`src/rtl/dc_pkg.sv`:
```
package dc_pkg;

   // controller phase: idle/lookup or waiting on the external port
   typedef enum logic [1:0] {
      DC_IDLE = 2'd0,
      DC_BUS  = 2'd1
   } dc_state_e;

   // what the completing transfer does to the arrays
   typedef enum logic [1:0] {
      UPD_NONE  = 2'd0,
      UPD_FILL  = 2'd1,
      UPD_MERGE = 2'd2
   } dc_upd_e;

endpackage

```
`src/rtl/dc_tag_store.sv`:
```
module dc_tag_store #(
   parameter int LINES = 16,
   parameter int WORDS = 4,
   parameter int KEY_W = 27,
   localparam int IDX_W  = $clog2(LINES),
   localparam int WSEL_W = $clog2(WORDS)
) (
   input  logic              clk,
   input  logic              rst_n,
   input  logic              flush,
   input  logic [IDX_W-1:0]  lk_idx,
   input  logic [WSEL_W-1:0] lk_word,
   input  logic [KEY_W-1:0]  lk_key,
   output logic              lk_hit,
   input  logic              wr_en,
   input  logic [IDX_W-1:0]  wr_idx,
   input  logic [WSEL_W-1:0] wr_word,
   input  logic [KEY_W-1:0]  wr_key
);

   logic [KEY_W-1:0] key_q [LINES];
   logic [WORDS-1:0] vld_q [LINES];
   logic [WORDS-1:0] wr_onehot;

   assign wr_onehot = WORDS'(1) << wr_word;
   assign lk_hit    = (key_q[lk_idx] == lk_key) && vld_q[lk_idx][lk_word];

   always_ff @(posedge clk) begin
      if (!rst_n) begin
         for (int l = 0; l < LINES; l++) begin
            key_q[l] <= '0;
            vld_q[l] <= '0;
         end
      end else if (flush) begin
         for (int l = 0; l < LINES; l++) vld_q[l] <= '0;
      end else if (wr_en) begin
         if (key_q[wr_idx] != wr_key) begin
            key_q[wr_idx] <= wr_key;
            vld_q[wr_idx] <= wr_onehot;
         end else begin
            vld_q[wr_idx] <= vld_q[wr_idx] | wr_onehot;
         end
      end
   end

endmodule

```
`src/rtl/dc_data_store.sv`:
```
module dc_data_store #(
   parameter int DEPTH  = 64,
   parameter int DATA_W = 32,
   localparam int AW    = $clog2(DEPTH),
   localparam int LANES = DATA_W / 8
) (
   input  logic              clk,
   input  logic [AW-1:0]     rd_addr,
   output logic [DATA_W-1:0] rd_data,
   input  logic              wr_en,
   input  logic [AW-1:0]     wr_addr,
   input  logic [LANES-1:0]  wr_be,
   input  logic [DATA_W-1:0] wr_data
);

   logic [DATA_W-1:0] mem_q [DEPTH];
   logic [DATA_W-1:0] merged;

   assign rd_data = mem_q[rd_addr];

   for (genvar b = 0; b < LANES; b++) begin : g_lane
      assign merged[b*8 +: 8] = wr_be[b] ? wr_data[b*8 +: 8] : mem_q[wr_addr][b*8 +: 8];
   end

   always_ff @(posedge clk) begin
      if (wr_en) mem_q[wr_addr] <= merged;
   end

endmodule

```
`src/rtl/dc_ctrl.sv`:
```
module dc_ctrl
   import dc_pkg::*;
#(
   parameter int ADDR_W  = 32,
   parameter int DATA_W  = 32,
   parameter int SPACE_W = 3,
   localparam int LANES  = DATA_W / 8
) (
   input  logic               clk,
   input  logic               rst_n,
   input  logic               cache_en,
   input  logic               wr_alloc,
   input  logic               flush,
   input  logic               cpu_req,
   input  logic               cpu_we,
   input  logic [ADDR_W-1:0]  cpu_addr,
   input  logic [SPACE_W-1:0] cpu_space,
   input  logic [LANES-1:0]   cpu_be,
   input  logic [DATA_W-1:0]  cpu_wdata,
   input  logic               look_hit,
   input  logic               mem_ack,
   output logic               busy,
   output logic               cpu_ack,
   output dc_upd_e            upd,
   output logic [ADDR_W-1:0]  cap_addr,
   output logic [SPACE_W-1:0] cap_space,
   output logic               cap_we,
   output logic [LANES-1:0]   cap_be,
   output logic [DATA_W-1:0]  cap_wdata
);

   dc_state_e state_q;
   logic      cap_en;
   logic      cap_alloc;
   logic      rd_hit_now;
   logic      start_bus;
   logic      done;

   assign busy       = (state_q == DC_BUS);
   assign rd_hit_now = !busy && cpu_req && !cpu_we && cache_en && look_hit;
   assign start_bus  = !busy && cpu_req && !rd_hit_now;
   assign done       = busy && mem_ack;
   assign cpu_ack    = rd_hit_now || done;

   always_comb begin
      upd = UPD_NONE;
      if (done && !flush && cap_en) begin
         if (!cap_we)                    upd = UPD_FILL;
         else if (look_hit)              upd = UPD_MERGE;
         else if (cap_alloc && &cap_be)  upd = UPD_FILL;
         else                            upd = UPD_NONE;
      end
   end

   always_ff @(posedge clk) begin
      if (!rst_n) begin
         state_q   <= DC_IDLE;
         cap_addr  <= '0;
         cap_space <= '0;
         cap_we    <= 1'b0;
         cap_be    <= '0;
         cap_wdata <= '0;
         cap_en    <= 1'b0;
         cap_alloc <= 1'b0;
      end else begin
         case (state_q)
            DC_IDLE: begin
               if (start_bus) begin
                  state_q   <= DC_BUS;
                  cap_addr  <= cpu_addr;
                  cap_space <= cpu_space;
                  cap_we    <= cpu_we;
                  cap_be    <= cpu_be;
                  cap_wdata <= cpu_wdata;
                  cap_en    <= cache_en;
                  cap_alloc <= wr_alloc;
               end
            end
            DC_BUS: begin
               if (mem_ack) state_q <= DC_IDLE;
            end
            default: state_q <= DC_IDLE;
         endcase
      end
   end

endmodule

```
`src/rtl/wt_dcache.sv`:
```
module wt_dcache
   import dc_pkg::*;
#(
   parameter int ADDR_W  = 32,
   parameter int DATA_W  = 32,
   parameter int SPACE_W = 3,
   parameter int LINES   = 16,
   parameter int WORDS   = 4,
   localparam int LANES  = DATA_W / 8,
   localparam int BOFF_W = $clog2(LANES),
   localparam int WSEL_W = $clog2(WORDS),
   localparam int IDX_W  = $clog2(LINES),
   localparam int TAG_W  = ADDR_W - IDX_W - WSEL_W - BOFF_W,
   localparam int KEY_W  = TAG_W + SPACE_W,
   localparam int DEPTH  = LINES * WORDS
) (
   input  logic               clk,
   input  logic               rst_n,
   input  logic               cache_en,
   input  logic               wr_alloc,
   input  logic               flush,
   input  logic               cpu_req,
   input  logic               cpu_we,
   input  logic [ADDR_W-1:0]  cpu_addr,
   input  logic [SPACE_W-1:0] cpu_space,
   input  logic [LANES-1:0]   cpu_be,
   input  logic [DATA_W-1:0]  cpu_wdata,
   output logic               cpu_ack,
   output logic [DATA_W-1:0]  cpu_rdata,
   output logic               mem_req,
   output logic               mem_we,
   output logic [ADDR_W-1:0]  mem_addr,
   output logic [SPACE_W-1:0] mem_space,
   output logic [LANES-1:0]   mem_be,
   output logic [DATA_W-1:0]  mem_wdata,
   input  logic               mem_ack,
   input  logic [DATA_W-1:0]  mem_rdata
);

   // elaboration-time parameter checks
   if (DATA_W % 8 != 0 || LANES < 1) begin : g_bad_data_w
      $error("wt_dcache: DATA_W must be a multiple of 8");
   end
   if (LINES < 2 || (LINES & (LINES - 1)) != 0) begin : g_bad_lines
      $error("wt_dcache: LINES must be a power of two, at least 2");
   end
   if (WORDS < 2 || (WORDS & (WORDS - 1)) != 0) begin : g_bad_words
      $error("wt_dcache: WORDS must be a power of two, at least 2");
   end
   if (TAG_W < 1) begin : g_bad_tag
      $error("wt_dcache: address too narrow for the chosen geometry");
   end

   logic               busy;
   dc_upd_e            upd;
   logic [ADDR_W-1:0]  cap_addr;
   logic [SPACE_W-1:0] cap_space;
   logic               cap_we;
   logic [LANES-1:0]   cap_be;
   logic [DATA_W-1:0]  cap_wdata;
   logic               look_hit;

   logic [ADDR_W-1:0]  lk_addr;
   logic [SPACE_W-1:0] lk_space;
   logic [IDX_W-1:0]   lk_idx;
   logic [WSEL_W-1:0]  lk_word;
   logic [KEY_W-1:0]   lk_key;
   logic [IDX_W-1:0]   cap_idx;
   logic [WSEL_W-1:0]  cap_word;
   logic [KEY_W-1:0]   cap_key;
   logic [DATA_W-1:0]  rd_word;
   logic               unused_lsb;

   // one lookup port: the live request when idle, the held one while on the bus
   assign lk_addr  = busy ? cap_addr  : cpu_addr;
   assign lk_space = busy ? cap_space : cpu_space;
   assign lk_idx   = lk_addr[BOFF_W + WSEL_W +: IDX_W];
   assign lk_word  = lk_addr[BOFF_W +: WSEL_W];
   assign lk_key   = {lk_addr[ADDR_W-1 -: TAG_W], lk_space};
   assign unused_lsb = ^lk_addr[BOFF_W-1:0];

   assign cap_idx  = cap_addr[BOFF_W + WSEL_W +: IDX_W];
   assign cap_word = cap_addr[BOFF_W +: WSEL_W];
   assign cap_key  = {cap_addr[ADDR_W-1 -: TAG_W], cap_space};

   dc_ctrl #(
      .ADDR_W (ADDR_W),
      .DATA_W (DATA_W),
      .SPACE_W(SPACE_W)
   ) u_ctrl (
      .clk      (clk),
      .rst_n    (rst_n),
      .cache_en (cache_en),
      .wr_alloc (wr_alloc),
      .flush    (flush),
      .cpu_req  (cpu_req),
      .cpu_we   (cpu_we),
      .cpu_addr (cpu_addr),
      .cpu_space(cpu_space),
      .cpu_be   (cpu_be),
      .cpu_wdata(cpu_wdata),
      .look_hit (look_hit),
      .mem_ack  (mem_ack),
      .busy     (busy),
      .cpu_ack  (cpu_ack),
      .upd      (upd),
      .cap_addr (cap_addr),
      .cap_space(cap_space),
      .cap_we   (cap_we),
      .cap_be   (cap_be),
      .cap_wdata(cap_wdata)
   );

   dc_tag_store #(
      .LINES(LINES),
      .WORDS(WORDS),
      .KEY_W(KEY_W)
   ) u_tags (
      .clk    (clk),
      .rst_n  (rst_n),
      .flush  (flush),
      .lk_idx (lk_idx),
      .lk_word(lk_word),
      .lk_key (lk_key),
      .lk_hit (look_hit),
      .wr_en  (upd == UPD_FILL),
      .wr_idx (cap_idx),
      .wr_word(cap_word),
      .wr_key (cap_key)
   );

   dc_data_store #(
      .DEPTH (DEPTH),
      .DATA_W(DATA_W)
   ) u_data (
      .clk    (clk),
      .rd_addr({lk_idx, lk_word}),
      .rd_data(rd_word),
      .wr_en  (upd != UPD_NONE),
      .wr_addr({cap_idx, cap_word}),
      .wr_be  ((upd == UPD_FILL) ? {LANES{1'b1}} : cap_be),
      .wr_data(cap_we ? cap_wdata : mem_rdata)
   );

   assign cpu_rdata = busy ? mem_rdata : rd_word;
   assign mem_req   = busy;
   assign mem_we    = cap_we;
   assign mem_addr  = cap_addr;
   assign mem_space = cap_space;
   assign mem_be    = cap_we ? cap_be : {LANES{1'b1}};
   assign mem_wdata = cap_wdata;

endmodule

```
`config.mk`:
```
export PLATFORM = sky130hd
export DESIGN_NAME = wt_dcache
export DESIGN_NICKNAME = d
export VERILOG_FILES = /design/src/rtl/dc_pkg.sv /design/src/rtl/dc_tag_store.sv /design/src/rtl/dc_data_store.sv /design/src/rtl/dc_ctrl.sv /design/src/rtl/wt_dcache.sv
export SDC_FILE = /design/constraint.sdc
export NUM_CORES = 2
export LEC_CHECK = 0
export BUFFER_PORTS_ARGS = -buffer_cell sky130_fd_sc_hd__buf_4
export CAP_MARGIN = 20
export CELL_PAD_IN_SITES_DETAIL_PLACEMENT = 0
export CELL_PAD_IN_SITES_GLOBAL_PLACEMENT = 1
export CORE_ASPECT_RATIO = 0.75
export CORE_MARGIN = 2
export CORE_UTILIZATION = 49
export DETAILED_ROUTE_END_ITERATION = 7
export PLACE_DENSITY_LB_ADDON = 0.1
export SYNTH_ARGS = -nofsm -noshare
export SYNTH_HDL_FRONTEND = slang
export SYNTH_SLANG_ARGS = --single-unit
```
`constraint.sdc`:
```
create_clock -name clk -period 5.31 [get_ports clk]
set_clock_uncertainty 0.1 [all_clocks]
set_input_delay 0 -clock clk [delete_from_list [all_inputs] [get_ports clk]]
set_output_delay 0 -clock clk [all_outputs]
set_load 0.01 [all_outputs]
```
* Word-level counts from Yosys, hierarchy flattened
Memory sizes are Yosys's and may differ from the RTL's. A register that Yosys moved wholly into a read port is not among the register bits.
Index checks and enable logic that the tools add are counted.
** Word-level totals
- Output and inout port bits :: 106
- Memories kept :: 3
- Memory bits (writable) :: 2544
- Flip-flop bits (word level) :: 76
- Input bits :: 111
- Logic and storage cells :: 129
** Memory list
- u_data.mem_q :: words 64, width 32, read ports 1, clocked after Yosys merged registers in 0, wr ports 1, line dc_data_store.sv:16 : logic [DATA_W-1:0] mem_q [DEPTH];
- u_tags.key_q :: words 16, width 27, read ports 2, clocked after Yosys merged registers in 1, wr ports 16, line dc_tag_store.sv:21 : logic [KEY_W-1:0] key_q [LINES];
- u_tags.vld_q :: words 16, width 4, read ports 2, clocked after Yosys merged registers in 1, wr ports 16, line dc_tag_store.sv:22 : logic [WORDS-1:0] vld_q [LINES];
** Cells by class
- Bitwise operators :: 18
- Mux-type cells :: 62
- Equality and inequality tests :: 10
- Shift-type cells :: 1
- $lt $le $gt $ge :: 1
- Reduce and logical (&&, ||, !) cells :: 26
** Operators by type and width (number)
- 2-to-1 mux 4 bit :: 26
- 2-to-1 mux 32 bit :: 3
- 2-to-1 mux 8 bit :: 4
- equality test 27 bit :: 1
- 2-to-1 mux 27 bit :: 1
- != test 27 bit :: 1
- OR reduction 27 bit :: 1
- 2-to-1 mux 1 bit :: 20
- bitwise OR 1 bit :: 17
- AND reduction 2 bit :: 6
- logical AND 1 bit :: 10
- 2-to-1 mux 2 bit :: 5
- equality test 2 x 1 -> 1 bit, second input constant :: 2
- logical NOT 1 bit :: 4
- != test 1 bit, second input constant :: 4
- bitwise OR 4 bit :: 1
- one-hot mux 2 bit (2 select lines) :: 1
- AND reduction 4 bit :: 1
- OR reduction 4 bit :: 1
- left shift 1 x 2 -> 4 bit, first input constant :: 1
- < comparator 2 x 3 -> 1 bit, second input constant :: 1
- 2-to-1 mux 3 bit :: 1
- binary-select mux 1 bit (select 2 bit) :: 1
- logical NOT 2 bit :: 1
- other kinds (4) :: 4

* Logic depth before layout (Yosys ltp)
An unclocked memory read counts as a cell.
- Word-level depth :: 17
- Gate-level depth with buffers :: 18
- Mapped depth without buffers :: 10

* Cells and area by module
Synthesis repeated with hierarchy kept, for this count alone.
** Second synthesis, totals
- Cells, all modules :: 5761
- Area, all modules :: 110771.2 µm²
** By module, submodules not included
- dc_data_store :: cells each 3544, area each 79130.9 µm², seq. area each 61499.0 µm², times used 1
- dc_tag_store :: cells each 1765, area each 27118.5 µm², seq. area each 14894.3 µm², times used 1
- dc_ctrl :: cells each 333, area each 3035.4 µm², seq. area each 1501.4 µm², times used 1
- wt_dcache :: cells each 119, area each 1486.4 µm², seq. area each 0.0 µm², times used 1

* Least setup slack after synthesis
OpenSTA, ideal clock, no wires.
- Kind :: flip-flop to flip-flop
- From :: register u_ctrl.state_q[0]
- To :: memory u_tags.key_q[14][0] (enable)
- Cell stages (with the launch flop) :: 18
- Required time :: 4757 ps
- Period minus slack after synthesis :: 5626 ps
- Buffers on the path :: 7
- Slack :: -316 ps
- Data arrival time :: 5074 ps
- Library setup time :: 453 ps
- Cell sequence :: dfxtp_1 buf_4 mux2_2 buf_4 buf_6 buf_6 buf_4 mux2i_1 o22ai_1 nor4_1 xor2_1 nor4_1 o2111ai_1 nor3_4 a21o_1 buf_2 buf_2 o31ai_1
** RTL lines
- start, declared :: line dc_ctrl.sv:32 : dc_state_e state_q;
- start signal, assigned :: line dc_ctrl.sv:57 : state_q <= DC_IDLE;
- start signal, assigned :: line dc_ctrl.sv:69 : state_q <= DC_BUS;
- start signal, assigned :: line dc_ctrl.sv:80 : if (mem_ack) state_q <= DC_IDLE;
- end, declared :: line dc_tag_store.sv:21

==> metrics.txt <==
Port-buffer cells=roughly 220; Cell variety after synth=71; Max Slew Vio Count=0; Rel. slew slack=0.226; largest net degree at the start of global routing=158; Num CTS Buffers=about 270; TritonCTS clock tree=done; dominant cell type by area after synthesis=edfxtp_1; Critical Path Source Type=register; DR vias/cell=6.39; Total Power=around 47000 uW; Placed Cells incl. Taps=9904; Worst Hold Depth=2; Clk pwr share=0.396; power share of the combinational group=0.112; LEAKAGE=0.0451 uW; # clock sinks=2623; Syn-to-layout area delta=16.9%; clock slew seen by the registers of the worst setup and hold paths=0.06 ns; # DRC=0; met3 Usage GRT=0.0936; reg2reg setup slack=0.02 ns; Die ar.=0.233 mm^2; Internal Pwr Total=35700 uW; top cell type's share of synthesized area=0.680; Initial Utilization=0.492; I/O Pins=around 220; Setup Viol. Count Final=0; DIE HEIGHT=about 420 um; GR Util All Layers=0.309; met1 usage=0.471; fillers=17453; met2 Usage GRT=0.435; CTS root buf=clkbuf_16; via count=67729; Max-Cap Viols=0; hpwl dp=231000 um; sequential share of power=0.493; Slew @ Worst Pin=about 1.2 ns; worst skew pair latency=0.86 ns; reg2reg end=u_tags.key_q[10][24]; Hold Path Class=in2reg; Final Hold Fails=0; vias in the first global route=65587; status=finished, final reports clean; first-pass GRT wire length=roughly 500000 um; H-tree depth=5; Remaining Overflow, GRT=0; RSZ-0062 raised after global routing=yes; TNS Setup=0 ns; largest cells by area after synthesis=edfxtp_1 (68%), mux4_2 (14%), and3_1 (3.2%); clock tree buffer depth=4; RePlAce Congestion=0.928; grt peak-use layer=met1; die width=557 um; WL final=361000 um; Switch Pwr=11400 uW; wire length per cell=34.1 um; register area=between 0.07 and 0.08 mm^2; fin cells=10603; Min-Delay Startpoint=mem_rdata[4]; PwrDens=358 mW/mm^2; R2R cell count=17; initial DRC count=9802; worst r2r src=u_ctrl.state_q[0]; syn_nets=slightly below 7000; crit path time final=roughly 5.3 ns; Peak Freq=189 MHz; Final nets=7419; VDD IR-drop max=0.307 mV; placeable core area=0.228 mm^2; syn_area_per_cell=16.8 um^2; initial antenna violation count=25; Critical Path Fanout Max=20; share of cells above drive strength 1=0.268; Mapped Cells=6689; multi-input logic area=0.0328 mm^2; Worst Hold End=u_data.mem_q[20][4]; Post-synth top flop=edfxtp_1; switching share of power=0.242; warnings from Yosys=0; row count=152; final clock period utilization by the worst path=0.996; Crit. Startpoint=u_ctrl.state_q[0]; CP endpoint kind=register; CP Data Required Time=5.75 ns; fin area=between 0.1 and 0.15 mm^2; EDFF count, synth=2544; DR pass1 iterations=5; Mapped Area=approximately 0.11 mm^2; Placed Area=0.120 mm^2; Seq cells post-synth=2623; asr flop ratio synth=0; arrival time worst endpoint=roughly 5.7 ns; post-synthesis sequential area ratio=0.694; Setup CP Type=reg2reg; DRT antenna net count=0
critical path, stage by stage, from the launching register on:
cell and delay [ns]:
dfxtp_4 0.47, buf_4 0.28, buf_4 0.35, nand2_1 0.13, o22ai_2 0.16, buf_4 0.36
a32oi_1 0.16, and3_1 0.21, o21ai_0 0.72, o41ai_1 0.24, nand4_1 0.25, nor3_4 0.08
buf_4 0.16, buf_12 0.15, a21o_4 0.25, buf_12 0.17, o31ai_4 0.43, buf_12 0.27
stage by stage:
| stage | hold slack, ns | utilization | setup WS, ns |
|---|---|---|---|
| global route | 0.0150 | 0.575 | -0.0289 |
| detailed placement | 0.167 | 0.527 | -0.658 |
| global placement | 0.159 | 0.527 | -1.15 |
| floorplan | 0.0421 | - | -0.316 |
| finish | 0.0285 | 0.575 | 0.0230 |
| CTS | 0.00509 | 0.574 | 0.00310 |
power groups by stage:
stage	sequential, uW	clock (uW)	combinational, uW
floorplan	23600	0	2870
detailed placement	23600	0	5040
finish	23200	18600	5250
global placement	23600	0	5010
global route	23200	19600	5500
CTS	23200	18800	5200
state kept, by name (all words and copies together) (netlist names), named ones only:
register,flops
u_data.mem_q,2048
u_ctrl.cap_wdata,32
u_ctrl.cap_space,3
u_ctrl.cap_addr,32
u_tags.vld_q,64
u_ctrl.state_q,1
u_tags.key_q,432
u_ctrl.cap_we,1
u_ctrl.cap_en,1
u_ctrl.cap_be,4
u_ctrl.cap_alloc,1
Yosys cell counts (8+ instances only):
master and number:
a211oi_1 22, a22oi_1 13, mux2i_1 274, buf_2 120, o22ai_1 61, nand4_1 15, mux4_2 699, nor2b_1 21
o31ai_1 19, dfxtp_1 79, buf_6 8, and3_1 571, buf_1 79, nand3_1 28, o21bai_1 8, inv_1 8
nor3_1 85, mux2_2 79, a31oi_1 133, edfxtp_1 2544, clkbuf_1 278, a32oi_1 30, a21oi_1 30, clkbuf_2 43
nor4_1 19, xor2_1 26, nand2b_1 13, buf_4 18, o211ai_1 10, nand2_1 873, nor2_1 323, o21ai_0 54
xnor2_1 22
per-layer routing:
layer	vias up	share of wire	wire [um]
met4	10	0.025	9190
li1	27787	-	-
met1	35543	0.43	154000
met2	3876	0.43	155000
met3	513	0.12	43000
met5	-	0.00020	73
logic make-up after synthesis:
logic type	synth area share
compound gates	0.0261
xor+xnor	0.00374
buf+inv	0.0215
flops	0.694
mux	0.173
simple gates	0.0824
how the worst max path moves through the flow:
stage | end | slack, ns | cells past startpoint
floorplan | u_tags.key_q[14][0] | -0.32 | 17
CTS | cpu_rdata[20] | 0.003 | 11
finish | u_tags.key_q[10][24] | 0.02 | 17
global route | cpu_ack | -0.03 | 15
detailed placement | u_data.mem_q[3][7] | -0.66 | 15
global placement | u_data.mem_q[13][6] | -1.15 | 17
cells in the final DEF (no fill, tap or decap), types with 133 or more instances in the layout:
master / count
buf_4: 607
nor2_1: 225
a31oi_1: 133
dlygate4sd3_1: 201
clkbuf_16: 281
and3_1: 570
nand2_1: 871
mux4_2: 699
mux2i_1: 272
edfxtp_1: 2544
cell type report:
class / instances / area share
multi-input combinational: 3513 / 0.250
sequential: 2623 / 0.594
tap: 3080 / 0.0293
timing repair buffer: 893 / 0.0625
clock inverter: 132 / 0.00889
inverter: 8 / 0.000229
antenna: 15 / 0.000286
clock buffer: 339 / 0.0555
timing repair:
| action | CTS | global route |
|---|---|---|
| endpoints found under the hold margin | 402 | 19 |
| hold buffers | 200 | 1 |
| setup buffers | 7 | 2 |
| cloned | 2 | 0 |
| pin swaps | 1 | 1 |
| gates resized for setup | 20 | 110 |
| endpoints found under the setup margin | 3123 | 756 |
Power figures use the tool's default switching activity.
